## config.mk

```make
export PLATFORM = sky130hd
export DESIGN_NAME = asram_ctrl
export DESIGN_NICKNAME = d
export VERILOG_FILES = /design/src/rtl/asram_pkg.sv /design/src/rtl/asram_timer.sv /design/src/rtl/asram_seq.sv /design/src/rtl/asram_datapath.sv /design/src/rtl/asram_ctrl.sv
export SDC_FILE = /design/constraint.sdc
export NUM_CORES = 1
export LEC_CHECK = 0
export BUFFER_PORTS_ARGS = -buffer_cell sky130_fd_sc_hd__buf_2
export CELL_PAD_IN_SITES_DETAIL_PLACEMENT = 0
export CELL_PAD_IN_SITES_GLOBAL_PLACEMENT = 1
export CORE_MARGIN = 1.5
export CORE_UTILIZATION = 38
export CTS_BUF_LIST = sky130_fd_sc_hd__clkbuf_2
export CTS_CLUSTER_DIAMETER = 80
export DETAILED_ROUTE_END_ITERATION = 8
export PLACE_DENSITY = 0.89
export SETUP_SLACK_MARGIN = 0.5
export SYNTH_ARGS = -nofsm -noshare
export SYNTH_HDL_FRONTEND = slang
export SYNTH_HIERARCHICAL = 1
export SYNTH_SLANG_ARGS = --single-unit
```

## constraint.sdc

```tcl
create_clock -name clk -period 2.35 [get_ports clk]
set_input_delay 0.1175 -clock clk [delete_from_list [all_inputs] [get_ports clk]]
set_output_delay 0.1175 -clock clk [all_outputs]
set_load 0.005 [all_outputs]
```

## src/rtl/asram_pkg.sv

```systemverilog
package asram_pkg;

  typedef enum logic [2:0] {
    ST_IDLE, ST_READ, ST_WADDR, ST_WLOW, ST_WDRIVE, ST_WEND
  } asram_state_e;

  typedef struct packed {
    logic ce_n;
    logic oe_n;
    logic we_n;
    logic drv;
    logic idle;
  } asram_pins_t;

  function automatic int unsigned wait_cycles(input int unsigned t_ps,
                                              input int unsigned clk_ps);
    int unsigned q;
    q = (t_ps + clk_ps - 1) / clk_ps;
    return (q < 1) ? 1 : q;
  endfunction

  function automatic asram_pins_t pins_of(input asram_state_e s);
    asram_pins_t p;
    p = '{ce_n: 1'b1, oe_n: 1'b1, we_n: 1'b1, drv: 1'b0, idle: 1'b0};
    unique case (s)
      ST_IDLE:   p.idle = 1'b1;
      ST_READ:   begin p.ce_n = 1'b0; p.oe_n = 1'b0; end
      ST_WADDR:  p.ce_n = 1'b0;
      ST_WLOW:   begin p.ce_n = 1'b0; p.we_n = 1'b0; end
      ST_WDRIVE: begin p.ce_n = 1'b0; p.we_n = 1'b0; p.drv = 1'b1; end
      ST_WEND:   begin p.ce_n = 1'b0; p.drv = 1'b1; end
      default:   p.idle = 1'b1;
    endcase
    return p;
  endfunction

endpackage

```

## src/rtl/asram_timer.sv

```systemverilog
module asram_timer #(
  parameter int unsigned CW = 2
) (
  input  logic          clk,
  input  logic          rst,
  input  logic          load,
  input  logic [CW-1:0] load_val,
  output logic          done
);
  logic [CW-1:0] cnt_q;

  always_ff @(posedge clk) begin
    if (rst)                cnt_q <= '0;
    else if (load)          cnt_q <= load_val;
    else if (cnt_q != '0)   cnt_q <= cnt_q - 1'b1;
  end

  assign done = (cnt_q == '0);
endmodule

```

## src/rtl/asram_seq.sv

```systemverilog
module asram_seq
  import asram_pkg::*;
#(
  parameter int unsigned RD_CYC = 1,
  parameter int unsigned WR_CYC = 1,
  parameter int unsigned CW     = 1
) (
  input  logic          clk,
  input  logic          rst,
  input  logic          req_fire,
  input  logic          req_write,
  input  logic          tmr_done,
  output logic          tmr_load,
  output logic [CW-1:0] tmr_val,
  output logic          capture,
  output asram_pins_t   pins_q,
  output logic          rsp_valid
);
  asram_state_e state_q, state_d;

  always_comb begin
    state_d  = state_q;
    tmr_load = 1'b0;
    tmr_val  = CW'(RD_CYC - 1);
    capture  = 1'b0;
    unique case (state_q)
      ST_IDLE: if (req_fire) begin
        if (req_write) state_d = ST_WADDR;
        else begin
          state_d  = ST_READ;
          tmr_load = 1'b1;
        end
      end
      ST_READ: if (tmr_done) begin
        capture = 1'b1;
        state_d = ST_IDLE;
      end
      ST_WADDR: state_d = ST_WLOW;
      ST_WLOW: begin
        state_d  = ST_WDRIVE;
        tmr_load = 1'b1;
        tmr_val  = CW'(WR_CYC - 1);
      end
      ST_WDRIVE: if (tmr_done) state_d = ST_WEND;
      ST_WEND:   state_d = ST_IDLE;
      default:   state_d = ST_IDLE;
    endcase
  end

  always_ff @(posedge clk) begin
    if (rst) begin
      state_q   <= ST_IDLE;
      pins_q    <= pins_of(ST_IDLE);
      rsp_valid <= 1'b0;
    end else begin
      state_q   <= state_d;
      pins_q    <= pins_of(state_d);
      rsp_valid <= capture;
    end
  end
endmodule

```

## src/rtl/asram_datapath.sv

```systemverilog
module asram_datapath #(
  parameter int unsigned AW = 15,
  parameter int unsigned DW = 8
) (
  input  logic          clk,
  input  logic          rst,
  input  logic          req_fire,
  input  logic [AW-1:0] req_addr,
  input  logic [DW-1:0] req_wdata,
  input  logic          capture,
  input  logic [DW-1:0] mem_dq_i,
  output logic [AW-1:0] addr_q,
  output logic [DW-1:0] wdata_q,
  output logic [DW-1:0] rdata_q
);
  always_ff @(posedge clk) begin
    if (rst) begin
      addr_q  <= '0;
      wdata_q <= '0;
      rdata_q <= '0;
    end else begin
      if (req_fire) begin
        addr_q  <= req_addr;
        wdata_q <= req_wdata;
      end
      if (capture) rdata_q <= mem_dq_i;
    end
  end
endmodule

```

## src/rtl/asram_ctrl.sv

```systemverilog
module asram_ctrl
  import asram_pkg::*;
#(
  parameter int unsigned ADDR_W  = 15,
  parameter int unsigned DATA_W  = 8,
  parameter int unsigned CLK_PS  = 20000,
  parameter int unsigned T_AA_PS = 10000,
  parameter int unsigned T_WC_PS = 10000
) (
  input  logic              clk,
  input  logic              rst,
  input  logic              req_valid,
  output logic              req_ready,
  input  logic              req_write,
  input  logic [ADDR_W-1:0] req_addr,
  input  logic [DATA_W-1:0] req_wdata,
  output logic              rsp_valid,
  output logic [DATA_W-1:0] rsp_rdata,
  output logic              mem_ce_n,
  output logic              mem_oe_n,
  output logic              mem_we_n,
  output logic [ADDR_W-1:0] mem_addr,
  output logic [DATA_W-1:0] mem_dq_o,
  output logic              mem_dq_oe,
  input  logic [DATA_W-1:0] mem_dq_i
);
  localparam int unsigned RD_CYC  = wait_cycles(T_AA_PS, CLK_PS);
  localparam int unsigned WR_CYC  = wait_cycles(T_WC_PS, CLK_PS);
  localparam int unsigned MAX_CYC = (RD_CYC > WR_CYC) ? RD_CYC : WR_CYC;
  localparam int unsigned CW      = (MAX_CYC > 1) ? $clog2(MAX_CYC) : 1;

  logic          fire, tmr_load, tmr_done, capture;
  logic [CW-1:0] tmr_val;
  asram_pins_t   pins_q;

  assign fire = req_valid && req_ready;

  asram_timer #(.CW(CW)) u_timer (
    .clk(clk), .rst(rst), .load(tmr_load), .load_val(tmr_val), .done(tmr_done)
  );

  asram_seq #(.RD_CYC(RD_CYC), .WR_CYC(WR_CYC), .CW(CW)) u_seq (
    .clk(clk), .rst(rst), .req_fire(fire), .req_write(req_write),
    .tmr_done(tmr_done), .tmr_load(tmr_load), .tmr_val(tmr_val),
    .capture(capture), .pins_q(pins_q), .rsp_valid(rsp_valid)
  );

  asram_datapath #(.AW(ADDR_W), .DW(DATA_W)) u_dp (
    .clk(clk), .rst(rst), .req_fire(fire), .req_addr(req_addr),
    .req_wdata(req_wdata), .capture(capture), .mem_dq_i(mem_dq_i),
    .addr_q(mem_addr), .wdata_q(mem_dq_o), .rdata_q(rsp_rdata)
  );

  assign req_ready = pins_q.idle;
  assign mem_ce_n  = pins_q.ce_n;
  assign mem_oe_n  = pins_q.oe_n;
  assign mem_we_n  = pins_q.we_n;
  assign mem_dq_oe = pins_q.drv;
endmodule

```

== Word-level counts from Yosys, hierarchy flattened ==
Cells that the tools add are included.
W data, S select, Z words.

* Register bits after elaboration: 40
* Input port bits: 35
* Logic and storage cells: 41

* Add/sub/neg operators: 1
* Eq/ne operators: 9
* Mux-type cells: 14
* Bitwise operators: 1
* Reductions and logical operators: 6

{| class="wikitable"
|+ Operators by type and width
! kind !! number
|-
| $pmux W3 S5 || 1
|-
| $eq A3 B2 Y1 const B || 4
|-
| $eq A3 B3 Y1 const B || 3
|-
| $mux W3 || 3
|-
| $mux W1 || 8
|-
| $eq A3 B1 Y1 const B || 2
|-
| $reduce_or A5 Y1 || 1
|-
| $reduce_or A2 Y1 || 2
|-
| $logic_not A3 Y1 || 1
|-
| $reduce_or A3 Y1 || 1
|-
| $mux W2 || 1
|-
| $pmux W1 S2 || 1
|-
| $logic_and A1 B1 Y1 || 1
|-
| $not A1 Y1 || 1
|-
| $sub A1 B1 Y1 const B || 1
|}

== Logic depth before layout (Yosys ltp) ==
* Depth in word-level cells: 6
* Mapped depth: 5

== By module ==
The synthesis kept the hierarchy.

{| class="wikitable"
|+ By module, submodules not included
! module !! times used !! cells an instance !! area each (um^2) !! sequential area each (um^2)
|-
| asram_datapath || 1 || 100 || 1118.6 || 620.6
|-
| asram_seq || 1 || 43 || 402.9 || 160.2
|-
| asram_timer || 1 || 3 || 32.5 || 20.0
|-
| asram_ctrl || 1 || 1 || 6.3 || 0.0
|}

== Least setup slack after synthesis ==
Ideal clock, no wire load.

* Path type: flip-flop to flip-flop
* From: register u_seq/pins_q[0] (netlist name)
* To: register u_dp.addr_q[0]
* Library setup time: 0.128 ns
* Arrival: 1.015 ns
* Slack: 1.208 ns
* Stages on the path, launching flop included: 6
* Path buffers: 2
* Clock period less this slack: 1.142 ns
* Cells stage by stage: dfxtp_1 > and2_1 > buf_6 > buf_12 > mux2i_1 > nor2_1

* Word-level cells in the longest chain between the ends: 1

{| class="wikitable"
|+ Ends and longest elaborated chain
! what !! line !! text
|-
| $logic_and A1 B1 Y1 || asram_ctrl.sv:36 || <nowiki>assign fire = req_valid && req_ready;</nowiki>
|-
| net fire || asram_ctrl.sv:32 || <nowiki>logic fire, tmr_load, tmr_done, capture;</nowiki>
|-
| to (signal assigned) || asram_datapath.sv:23 || <nowiki>addr_q <= req_addr;</nowiki>
|-
| to (decl) || asram_datapath.sv:12 || <nowiki>output logic [AW-1:0] addr_q,</nowiki>
|}

The timed path passes the listed nets, and every way through them passes these cells.
A chain may end at the register's enable or synchronous reset.

== Worst setup path after layout ==
* From: register u_seq.state_q[0]
* To: register u_dp.rdata_q[4]

* Word-level cells in the longest chain between the ends: 2

{| class="wikitable"
|+ Ends and longest elaborated chain
! what !! line !! text
|-
| from (decl) || asram_seq.sv:19 || <nowiki>asram_state_e state_q, state_d;</nowiki>
|-
| from (signal assigned) || asram_seq.sv:56 || <nowiki>state_q <= state_d;</nowiki>
|-
| $eq A3 B1 Y1 || asram_seq.sv:26 || <nowiki>unique case (state_q)</nowiki>
|-
| $mux W1 || asram_seq.sv:26 ||
|-
| net capture || asram_ctrl.sv:32 ||
|-
| to (signal assigned) || asram_datapath.sv:26 || <nowiki>if (capture) rdata_q <= mem_dq_i;</nowiki>
|-
| to (decl) || asram_datapath.sv:14 || <nowiki>output logic [DW-1:0] rdata_q</nowiki>
|}

The timed path passes the listed nets, and every way through them passes these cells.

==> metrics.md <==
| Metric | Value |
|---|---|
| Commonest cells in the netlist | `40 x dfxtp_1, 35 x nor2_1, 32 x mux2i_1` |
| Period utilization | `72.1%` |
| Root Buffer | `clkbuf_2` |
| Library cells used by synthesis | `27` |
| Die span in x | `67.1 µm` |
| Fin util | `56.0%` |
| Seq/Total Area, Yosys | `51.3%` |
| Startpoint Class | `flip-flop` |
| Max VDD drop | `0.271 mV` |
| Routed via count | `1,344` |
| Post-synthesis net count | `182` |
| Final Hold Viols | `0` |
| Sink Count | `40` |
| Core Box Area | `3970 µm²` |
| Ys flop type | `dfxtp_1` |
| Share of the synthesized area in the top cell type | `51.3%` |
| Fraction of registers with async set/reset | `0%` |
| Post-CTS setup buffers | `0` |
| Layout area overhead | `42.7%` |
| Routed vias/inst | `4.53` |
| Final RePlAce weighted congestion | `0.765` |
| Status | `complete, no violations` |
| Final WL | `3.65 mm` |
| I/O Pins | `72` |
| Worst-Skew Late Latency | `0.37 ns` |
| Final setup margin | `0.655 ns` |
| CTS tree | `done` |
| Initial Utilization | `39.3%` |
| Post-synth EDFFs | `0` |
| Nets | `281` |
| CTS Buf Count | `5` |
| CTS Buffer Depth | `2` |
| I/O Buffers | `71` |
| H-tree lvl count | `2` |
| Most Crowded Layer GR | `met2` |
| Req. time, crit path | `2.59 ns` |
| Peak Freq | `0.590 GHz` |
| FF+latch count, synth | `40` |
| Slew Limit Fails | `0` |
| Layout Cells excl Fill | `297` |
| Final setup skew | `0.00721 ns` |
| Worst-Margin Slew | `0.687 ns` |
| Die Height | `67.1 µm` |
| Fraction of layout cells with a size suffix above 1 | `33.6%` |
| Top-count cell post-synth | `dfxtp_1` |
| Die Area | `4500 µm²` |
| 1st-pass router iterations | `4` |
| Minimum clock period | `1.70 ns` |
| RSZ-0062 raised after global routing | `false` |
| Critical Path Fanout Max | `11` |
| ANT nets after route | `0` |
| Setup TNS | `0 ns` |
| GRT Total Usage | `16.1%` |
| Wirelength per Cell | `12.3 µm` |
| CTS clk-pin slew, worst paths | `0.18 ns` |
| Max Cap Violations | `0` |
| Post-Place Cells | `258` |
| Pre-CTS WS | `0.696 ns` |
| CP Data Arrival Time | `1.94 ns` |
| Netlist Area Pre-Place | `1560 µm²` |
| Met1 usage | `15.0%` |
| Hold Buf Count CTS | `31` |
| Overflow after GRT | `0` |
| Slew margin rel. | `54.2%` |
| Row cnt | `23` |
| # diodes | `0` |
| Synth Instances | `147` |
| Final setup violation count | `0` |
| Leak | `1.09 nW` |
| Largest cells by area after synthesis | `dfxtp_1 51%, mux2i_1 21%, nor2_1 8.4%` |
| GRT met3 Usage | `4.73%` |
| DRT iter0 DRCs | `85` |
| Remaining DRCs | `0` |
| Vias in the first global route | `1,275` |
| Largest net degree at the start of global routing | `41` |
| Synth area leader | `dfxtp_1` |
| Yosys warns | `6` |
| Worst Hold Class | `in2reg` |
| Pwr Density | `581 nW/µm²` |
| Crit path kind | `reg2reg` |
| HPWL after DPL | `2.22 mm` |
| Post-CTS sizing | `0` |
| CP Capture Type | `flip-flop` |
| Met2 GRT Util | `31.1%` |
| Avg Inst Size Synth | `10.6 µm²` |
| First-pass GRT wire length | `5.38 mm` |
| Initial antenna violation count | `0` |
## final timing paths
path | startpoint | endpoint | slack [ns] | cells past startpoint
worst max-delay path | u_seq/state_q[0]$_SDFF_PP0_ | u_dp/rdata_q[4]$_SDFFE_PP0P_ | 0.65 | 4
worst min-delay path | req_write | u_seq/state_q[1]$_SDFF_PP0_ | 0.05 | 3
worst max register to register | u_seq/state_q[0]$_SDFF_PP0_ | u_dp/rdata_q[4]$_SDFFE_PP0P_ | 0.65 | 4
worst min register to register | u_dp/wdata_q[2]$_SDFFE_PP0P_ | u_dp/wdata_q[2]$_SDFFE_PP0P_ | 0.51 | 2
## report_power, final
group	internal [W]	total (W)	switching [W]	leakage, nW
Combinational	0.000151	0.000262	0.000111	0.727
Clock	0.0000669	0.000275	0.000208	0.0302
Sequential	0.000726	0.000756	0.0000303	0.328
Total	0.000944	0.00129	0.000350	1.09
## logic make-up after synthesis
kind of cell	Yosys count	synth area share [%]
DFF	40	51.3
other	1	0.240
buffers and inverters	13	7.70
and+or+nand+nor	51	16.4
AOI/OAI and AO/OA	10	3.77
muxes	32	20.5
## stage by stage
| step | power [W] | hold WS (ns) | cell area (µm²) |
|---|---|---|---|
| 2_1_floorplan | 0.000925 | 0.187 | 1560 |
| 3_5_place_dp | 0.000991 | 0.362 | 1880 |
| 4_1_cts | 0.00131 | 0.0223 | 2230 |
| 6_report | 0.00129 | 0.0536 | 2230 |
| 3_3_place_gp | 0.000986 | 0.351 | 1880 |
| 5_1_grt | 0.00137 | 0.0437 | 2230 |
## registers in the layout, indices dropped and copies added, names as in the netlist
| name | cells |
|---|---|
| u_seq/pins_q | 4 |
| u_dp/addr_q | 15 |
| u_dp/rdata_q | 8 |
| u_timer/cnt_q | 1 |
| u_seq/rsp_valid | 1 |
| u_seq/state_q | 3 |
| u_dp/wdata_q | 8 |
## cell type report
type | count | area [µm²]
clock buffers | 5 | 25.0
clock inverters | 3 | 13.8
fillers | 347 | 1750
inverters | 1 | 3.75
multi-input cells | 94 | 639
flip-flops and latches | 40 | 801
well taps | 50 | 62.6
repair buffers | 104 | 681
## critical path: stages, from the launching register on
cell and delay, ns:
dfxtp_1 0.58, nor2b_1 0.20, and3b_1 0.48, mux2i_1 0.24
nor2_1 0.07
## routing by layer
metal	vias up	wire, µm
met2	52	1940
li1	680	-
met3	11	233
met5	-	0
met4	0	103
met1	601	1370
## cell usage in the layout (no fill, tap or decap), drive strengths merged
master | netlist | layout
o21ai | 4 | 4
nor4 | 1 | 1
dfxtp | 40 | 40
nor4b | 1 | 1
a21o | 1 | 1
nor3 | 2 | 2
and2 | 1 | 1
and2b | 1 | 1
dlygate4sd3 | 0 | 31
and3b | 2 | 2
nor2b | 4 | 4
o21bai | 2 | 2
nor2 | 35 | 35
nor3b | 3 | 3
a21oi | 2 | 2
inv | 1 | 1
nand2b | 1 | 1
clkbuf | 2 | 5
buf | 10 | 73
clkinv | 0 | 3
a31oi | 1 | 1
mux2i | 32 | 32
conb | 1 | 1
Power figures use the tool's default switching activity.
